### config.mk
export PLATFORM = sky130hd
export DESIGN_NAME = lbi_line_watch
export DESIGN_NICKNAME = d
export VERILOG_FILES = /design/src/rtl/lbi_pkg.sv /design/src/rtl/lbi_frame_len.sv /design/src/rtl/lbi_break_meter.sv /design/src/rtl/lbi_idle_timer.sv /design/src/rtl/lbi_line_watch.sv
export SDC_FILE = /design/constraint.sdc
export NUM_CORES = 1
export LEC_CHECK = 0
export BUFFER_PORTS_ARGS = -buffer_cell sky130_fd_sc_hd__buf_2
export CELL_PAD_IN_SITES_DETAIL_PLACEMENT = 0
export CELL_PAD_IN_SITES_GLOBAL_PLACEMENT = 1
export CORE_MARGIN = 10
export CORE_UTILIZATION = 40
export CTS_CLUSTER_SIZE = 10
export DETAILED_ROUTE_END_ITERATION = 10
export PLACE_DENSITY = 0.67
export RECOVER_POWER = 50
export SYNTH_ARGS = -nofsm -noshare
export SYNTH_HDL_FRONTEND = slang
export SYNTH_SLANG_ARGS = --single-unit
### constraint.sdc
create_clock -name clk -period 5.1 [get_ports clk]
set_input_delay 1.02 -clock clk [delete_from_list [all_inputs] [get_ports clk]]
set_output_delay 1.02 -clock clk [all_outputs]
set_load 0.03 [all_outputs]
### src/rtl/lbi_pkg.sv
package lbi_pkg;

    // Width of the half-bit frame count (max 2 + 30 + 2 + 3 = 37).
    localparam int HB_W = 6;

    typedef enum logic [1:0] {
        STOP_NONE     = 2'd0,
        STOP_HALF     = 2'd1,
        STOP_ONE      = 2'd2,
        STOP_ONE_HALF = 2'd3
    } stop_len_e;

endpackage

### src/rtl/lbi_frame_len.sv
module lbi_frame_len #(
    parameter int CPB_W = 12,
    parameter int CNT_W = 20
) (
    input  logic [3:0]       data_bits,
    input  logic             parity_en,
    input  logic [1:0]       stop_sel,
    input  logic [CPB_W-1:0] clks_per_bit,
    output logic [CNT_W-1:0] frame_clks
);
    import lbi_pkg::*;

    localparam int PW = HB_W + CPB_W + 1;

    stop_len_e       stop_len;
    logic [HB_W-1:0] halves;
    logic [PW-1:0]   prod;
    logic [PW-1:0]   rounded;

    // count the frame in half bits so that half stop bits stay exact
    always_comb begin
        stop_len = stop_len_e'(stop_sel);
        halves   = HB_W'(2) + HB_W'({data_bits, 1'b0})
                 + HB_W'({parity_en, 1'b0}) + HB_W'(stop_len);
        prod     = PW'(halves) * PW'(clks_per_bit);
        rounded  = (prod + PW'(1)) >> 1;
    end

    generate
        if (PW > CNT_W) begin : g_sat
            localparam logic [PW-1:0] LIM = PW'({CNT_W{1'b1}});
            assign frame_clks = (rounded > LIM) ? {CNT_W{1'b1}} : rounded[CNT_W-1:0];
        end else begin : g_ext
            assign frame_clks = CNT_W'(rounded);
        end
    endgenerate

endmodule

### src/rtl/lbi_break_meter.sv
module lbi_break_meter #(
    parameter int CNT_W = 20
) (
    input  logic             clk,
    input  logic             rst_n,
    input  logic             lvl,
    input  logic [CNT_W-1:0] frame_clks,
    output logic             brk_pulse,
    output logic [CNT_W-1:0] brk_len
);
    typedef struct packed {
        logic             lvl;
        logic [CNT_W-1:0] run;
        logic             pulse;
        logic [CNT_W-1:0] len;
    } meter_t;

    meter_t st_d, st_q;

    always_comb begin
        st_d       = st_q;
        st_d.pulse = 1'b0;
        st_d.lvl   = lvl;
        if (st_q.lvl && !lvl) begin
            // falling edge: restart the measurement with this low sample
            st_d.run = CNT_W'(1);
        end else if (!st_q.lvl && !lvl) begin
            if (st_q.run != {CNT_W{1'b1}}) begin
                st_d.run = st_q.run + CNT_W'(1);
            end
        end else if (!st_q.lvl && lvl) begin
            if (st_q.run >= frame_clks) begin
                st_d.pulse = 1'b1;
                st_d.len   = st_q.run;
            end
        end
    end

    always_ff @(posedge clk or negedge rst_n) begin
        if (!rst_n) begin
            st_q <= '{lvl: 1'b1, run: '0, pulse: 1'b0, len: '0};
        end else begin
            st_q <= st_d;
        end
    end

    assign brk_pulse = st_q.pulse;
    assign brk_len   = st_q.len;


    low_sat_chk: assert property (@(posedge clk) disable iff (!rst_n)
        (!st_q.lvl && !lvl) |=> (st_q.run != '0 && st_q.run >= $past(st_q.run)));


    brk_len_ge_frame_chk: assert property (@(posedge clk) disable iff (!rst_n)
        st_q.pulse |-> (st_q.len >= $past(frame_clks)));


    brk_single_chk: assert property (@(posedge clk) disable iff (!rst_n)
        st_q.pulse |=> !st_q.pulse);

endmodule

### src/rtl/lbi_idle_timer.sv
module lbi_idle_timer #(
    parameter int CNT_W = 20
) (
    input  logic             clk,
    input  logic             rst_n,
    input  logic             lvl,
    input  logic [CNT_W-1:0] frame_clks,
    input  logic             rcv_done,
    input  logic [CNT_W-1:0] rcv_age,
    output logic             idle_pulse
);
    typedef struct packed {
        logic [CNT_W-1:0] cnt;
        logic [CNT_W-1:0] hold;
        logic             pulse;
    } idle_t;

    idle_t st_d, st_q;

    always_comb begin
        st_d       = st_q;
        st_d.pulse = 1'b0;
        if (!lvl) begin
            st_d.cnt  = '0;
            st_d.hold = '0;
        end else if (rcv_done) begin
            st_d.cnt  = '0;
            st_d.hold = (rcv_age < frame_clks) ? (frame_clks - rcv_age) : '0;
        end else if (st_q.hold != '0) begin
            st_d.hold = st_q.hold - CNT_W'(1);
        end else if (({1'b0, st_q.cnt} + (CNT_W+1)'(1)) >= {1'b0, frame_clks}) begin
            st_d.pulse = 1'b1;
            st_d.cnt   = '0;
        end else begin
            st_d.cnt = st_q.cnt + CNT_W'(1);
        end
    end

    always_ff @(posedge clk or negedge rst_n) begin
        if (!rst_n) begin
            st_q <= '{cnt: '0, hold: '0, pulse: 1'b0};
        end else begin
            st_q <= st_d;
        end
    end

    assign idle_pulse = st_q.pulse;


    idle_low_chk: assert property (@(posedge clk) disable iff (!rst_n)
        !lvl |=> !st_q.pulse);


    idle_single_chk: assert property (@(posedge clk) disable iff (!rst_n)
        (st_q.pulse && frame_clks > CNT_W'(1)) |=> !st_q.pulse);

endmodule

### src/rtl/lbi_line_watch.sv
module lbi_line_watch #(
    parameter int CPB_W = 12,
    parameter int CNT_W = 20
) (
    input  logic             clk,
    input  logic             rst_n,
    input  logic             line_in,
    input  logic             invert,
    input  logic [3:0]       data_bits,
    input  logic             parity_en,
    input  logic [1:0]       stop_sel,
    input  logic [CPB_W-1:0] clks_per_bit,
    input  logic             rcv_done,
    input  logic [CNT_W-1:0] rcv_age,
    output logic             brk_pulse,
    output logic [CNT_W-1:0] brk_len,
    output logic             idle_pulse,
    output logic             rcv_abort
);
    logic             lvl;
    logic [CNT_W-1:0] frame_clks;

    // normalise polarity once for both detectors
    assign lvl = line_in ^ invert;

    lbi_frame_len #(.CPB_W(CPB_W), .CNT_W(CNT_W)) u_len (
        .data_bits    (data_bits),
        .parity_en    (parity_en),
        .stop_sel     (stop_sel),
        .clks_per_bit (clks_per_bit),
        .frame_clks   (frame_clks)
    );

    lbi_break_meter #(.CNT_W(CNT_W)) u_brk (
        .clk        (clk),
        .rst_n      (rst_n),
        .lvl        (lvl),
        .frame_clks (frame_clks),
        .brk_pulse  (brk_pulse),
        .brk_len    (brk_len)
    );

    lbi_idle_timer #(.CNT_W(CNT_W)) u_idle (
        .clk        (clk),
        .rst_n      (rst_n),
        .lvl        (lvl),
        .frame_clks (frame_clks),
        .rcv_done   (rcv_done),
        .rcv_age    (rcv_age),
        .idle_pulse (idle_pulse)
    );


    assign rcv_abort = brk_pulse;


    pulse_excl_chk: assert property (@(posedge clk) disable iff (!rst_n)
        (frame_clks > CNT_W'(1)) |-> !(brk_pulse && idle_pulse));

endmodule

==> metrics <==
synth warn=0; hold path cells=1; P_sw=3.552 mW; clock network power share=8.2%; clock slew at the register clock pins of the worst setup and hold paths=0.07 ns; non-filler instance count after layout=1,489; Leak=5.841 nW; DP HPWL=19,110 um; final instance area=11,740 um^2; top-level I/O count=67; Initial DRC Count=327; Reg power frac=9.5%; CTS tree=yes; placed cell count=1,439; max incr delay on CP=0.54 ns; highest-delay cell along the critical path=or4_4; Sw Share=44.36%; outcome=finished, violations left; Vias/cell=5.088; Crit Path Max Fanout=7; area post-placement=10,510 um^2; pin count of the biggest net entering global routing=48; Reg-to-Reg End=u_idle.st_q[29]; routed length per instance=16.16 um; via count=7,576; Setup TNS=-118.76 ns; DRC violations left=0; CTS Buffer Depth=2; Synth Net Count=1,157; critical path launch point type=input pin; worst r2r path cells=17; Hold Path End=u_brk.brk_len[18]; Final Max Slew Viols=38; Worst VDD drop=0.5090 mV; Reg-to-Reg Start=u_idle.st_q[24]; DIE WIDTH=167.4 um; multi-input logic area=6694 um^2; GRT Total Usage=16.51%; Clock H-tree levels=3; Skew-Pair Late Insertion Delay=0.35 ns; PD cells=682.3 nW/um^2; endpoint type of the worst setup path=flip-flop; Max Clk Rate=136.8 MHz; final WL=24,070 um; violated checks=max-capacitance violations, max-slew violations, negative setup slack; antenna fix cells=0; global route overflow=0; core area=21,220 um^2; min cycle time layout=7.310 ns; instance count of the mapped netlist=985; CP Class=input pin to flip-flop; max_cap viols=1; initial core utilization=40.96%; RSZ-0062 raised after global routing=yes; Post-Syn Area=8692 um^2; Logic pwr share=82.3%; worst clock skew=0.01658 ns; final setup fails=59; CTS hold repair buffers=0; R2R Setup Slk=1.03 ns; Final Hold Violating Endpoints=0; Root Driver=clkbuf_16; pre-CTS setup slack=-2.651 ns; row count=53; router iterations before antenna repair=5; PortBufs=66; FILL cells=2,004; flops & latches, synth=83; final period utilization=143.3%; Total Power=8.006 mW; Async S/R FF share, synth=100.0%; nets@finish=1,381; setup ws final=-2.210 ns; post-synthesis sequential area ratio=23.91%; DIE AREA=28,030 um^2; register area=2078 um^2; DIE HEIGHT=167.4 um; post-detailed-route count of antenna-violating nets=0; number of synthesized flops with an enable pin=0; CP required=5.33 ns; antenna violations before repair=0; layout cells sized above 1=35.34%; RePlAce Congestion=0.8552; Hold Crit Class=flip-flop to flip-flop; internal power=4.455 mW; first-pass GRT wire length=38,440 um; CTS Buf Count=9; mean post-synth cell area=8.824 um^2; CTS sink count=83; Post-synth top flop=dfrtp_1; Worst Hold Launch=u_brk.brk_len[18]; Slew headroom=-44.33%; Finished Core Util=55.30%; Synth cell types=84; Worst Path Arrival=7.54 ns; area delta synth->final=35.01%; vias in the first global route=7,600; slew of the pin with the lowest slew margin=2.165 ns; Final Hold Slack=0.4959 ns
-- area by class of cell --
cell class              count  area share [%]
multi-input cells         753           57.04
clock inverters             6          0.4478
flip-flops and latches     83           17.71
clock buffers              10           2.036
inverters                 101           3.273
well taps                 275           2.932
repair buffers            261           16.56
-- worst max-delay path: cells and delay by family --
kind | cells | cell delay, ns
simple gates | 4 | 0.97
fa+ha+maj | 8 | 2.60
xor+xnor | 2 | 0.39
buf+inv | 7 | 0.74
compound gates | 9 | 1.50
mux | 1 | 0.29
-- cell usage after synthesis (all sizes together), types with 5 or more instances --
cell type	instances	share of area [%]
xnor2	42	4.2
dfrtp	82	24
nand4	15	1.1
or3	6	0.45
o31ai	6	0.52
and2	43	3.1
o32ai	5	0.59
inv	101	4.4
nand2	83	3.6
nand3	30	1.7
o21ai	36	2.1
mux2	18	3.1
nand2b	9	0.65
a211oi	12	1.2
ha	86	12
clkbuf	16	0.69
a21o	11	0.98
a22o	10	1.0
nor3	17	1.0
or2	6	0.43
buf	31	2.6
xor2	34	3.4
fa	42	9.7
and3	15	1.1
nor4	10	1.1
nor2	73	3.2
nor2b	17	1.2
a31oi	16	1.2
a21oi	47	2.7
-- layer usage --
layer	track usage [%]	part of all wire [%]
met3	2.481	2.5
met4	4.580	2.0
met5	0	0
met1	21.88	48
met2	27.28	47
-- power by group through the flow --
stage          clock network (mW)  registers [mW]  logic (mW)
3_5_place_dp                    0           0.772        5.46
5_1_grt                     0.699           0.769        7.20
6_report                    0.656           0.761        6.59
3_3_place_gp                    0           0.771        5.46
2_1_floorplan                   0           0.753        3.15
4_1_cts                     0.675           0.760        5.94
-- cells by family after synthesis --
family / share of synthesized area (%)
and+or+nand+nor: 20.63
xor gates and xnor gates: 7.658
adders and majority gates: 22.18
muxes: 3.527
DFF: 23.91
buffers and inverters: 7.788
AOI/OAI and AO/OA: 14.31
-- worst max path at each step --
stage                  from           endpoint  slack [ns]  cells after the start
2_1_floorplan  data_bits[0]  u_brk.brk_len[10]       -2.25                     30
3_5_place_dp    stop_sel[0]  u_brk.brk_len[16]       -2.65                     32
5_1_grt         stop_sel[0]  u_brk.brk_len[16]       -2.42                     31
3_3_place_gp    stop_sel[0]   u_brk.brk_len[1]       -2.54                     32
6_report        stop_sel[0]  u_brk.brk_len[16]       -2.21                     31
4_1_cts         stop_sel[0]   u_brk.brk_len[7]       -2.11                     29
-- cells in the final DEF (no fill, tap or decap), types with 6 or more instances in the layout --
| cell type | netlist | layout |
|---|---|---|
| clkbuf_16 | 0 | 10 |
| a31oi_1 | 16 | 13 |
| nor3_1 | 16 | 14 |
| nand2b_1 | 9 | 7 |
| ha_1 | 86 | 66 |
| ha_4 | 0 | 18 |
| fa_1 | 42 | 42 |
| and3_1 | 13 | 13 |
| buf_2 | 4 | 63 |
| a21o_1 | 9 | 9 |
| inv_1 | 100 | 91 |
| buf_4 | 22 | 176 |
| a22o_1 | 10 | 10 |
| xor2_1 | 34 | 31 |
| nor4_1 | 8 | 6 |
| o21ai_0 | 36 | 26 |
| nand4_1 | 15 | 15 |
| nand3_1 | 30 | 27 |
| a21oi_1 | 46 | 30 |
| inv_2 | 1 | 9 |
| buf_6 | 3 | 10 |
| nor2b_1 | 17 | 14 |
| dfrtp_1 | 82 | 82 |
| a21oi_2 | 1 | 16 |
| o21ai_1 | 0 | 6 |
| nor2_1 | 72 | 68 |
| mux2_4 | 17 | 17 |
| and2_1 | 42 | 41 |
| nand2_1 | 83 | 77 |
| xnor2_1 | 42 | 37 |
-- flip-flops by register name, indices dropped and copies added, names as in the netlist --
| register | flops |
|---|---|
| u_idle.idle_pulse | 1 |
| u_brk.brk_len | 20 |
| u_brk.brk_pulse | 1 |
| u_brk.st_q | 21 |
| u_idle.st_q | 40 |
-- repair_timing --
action | 4_1_cts | 5_1_grt
setup endpoints to repair | 59 | 59
pin swaps | 11 | 49
buffers inserted | 18 | 21
resized for setup | 43 | 86
gates cloned | 0 | 2
(Power assumes the default switching activity.)
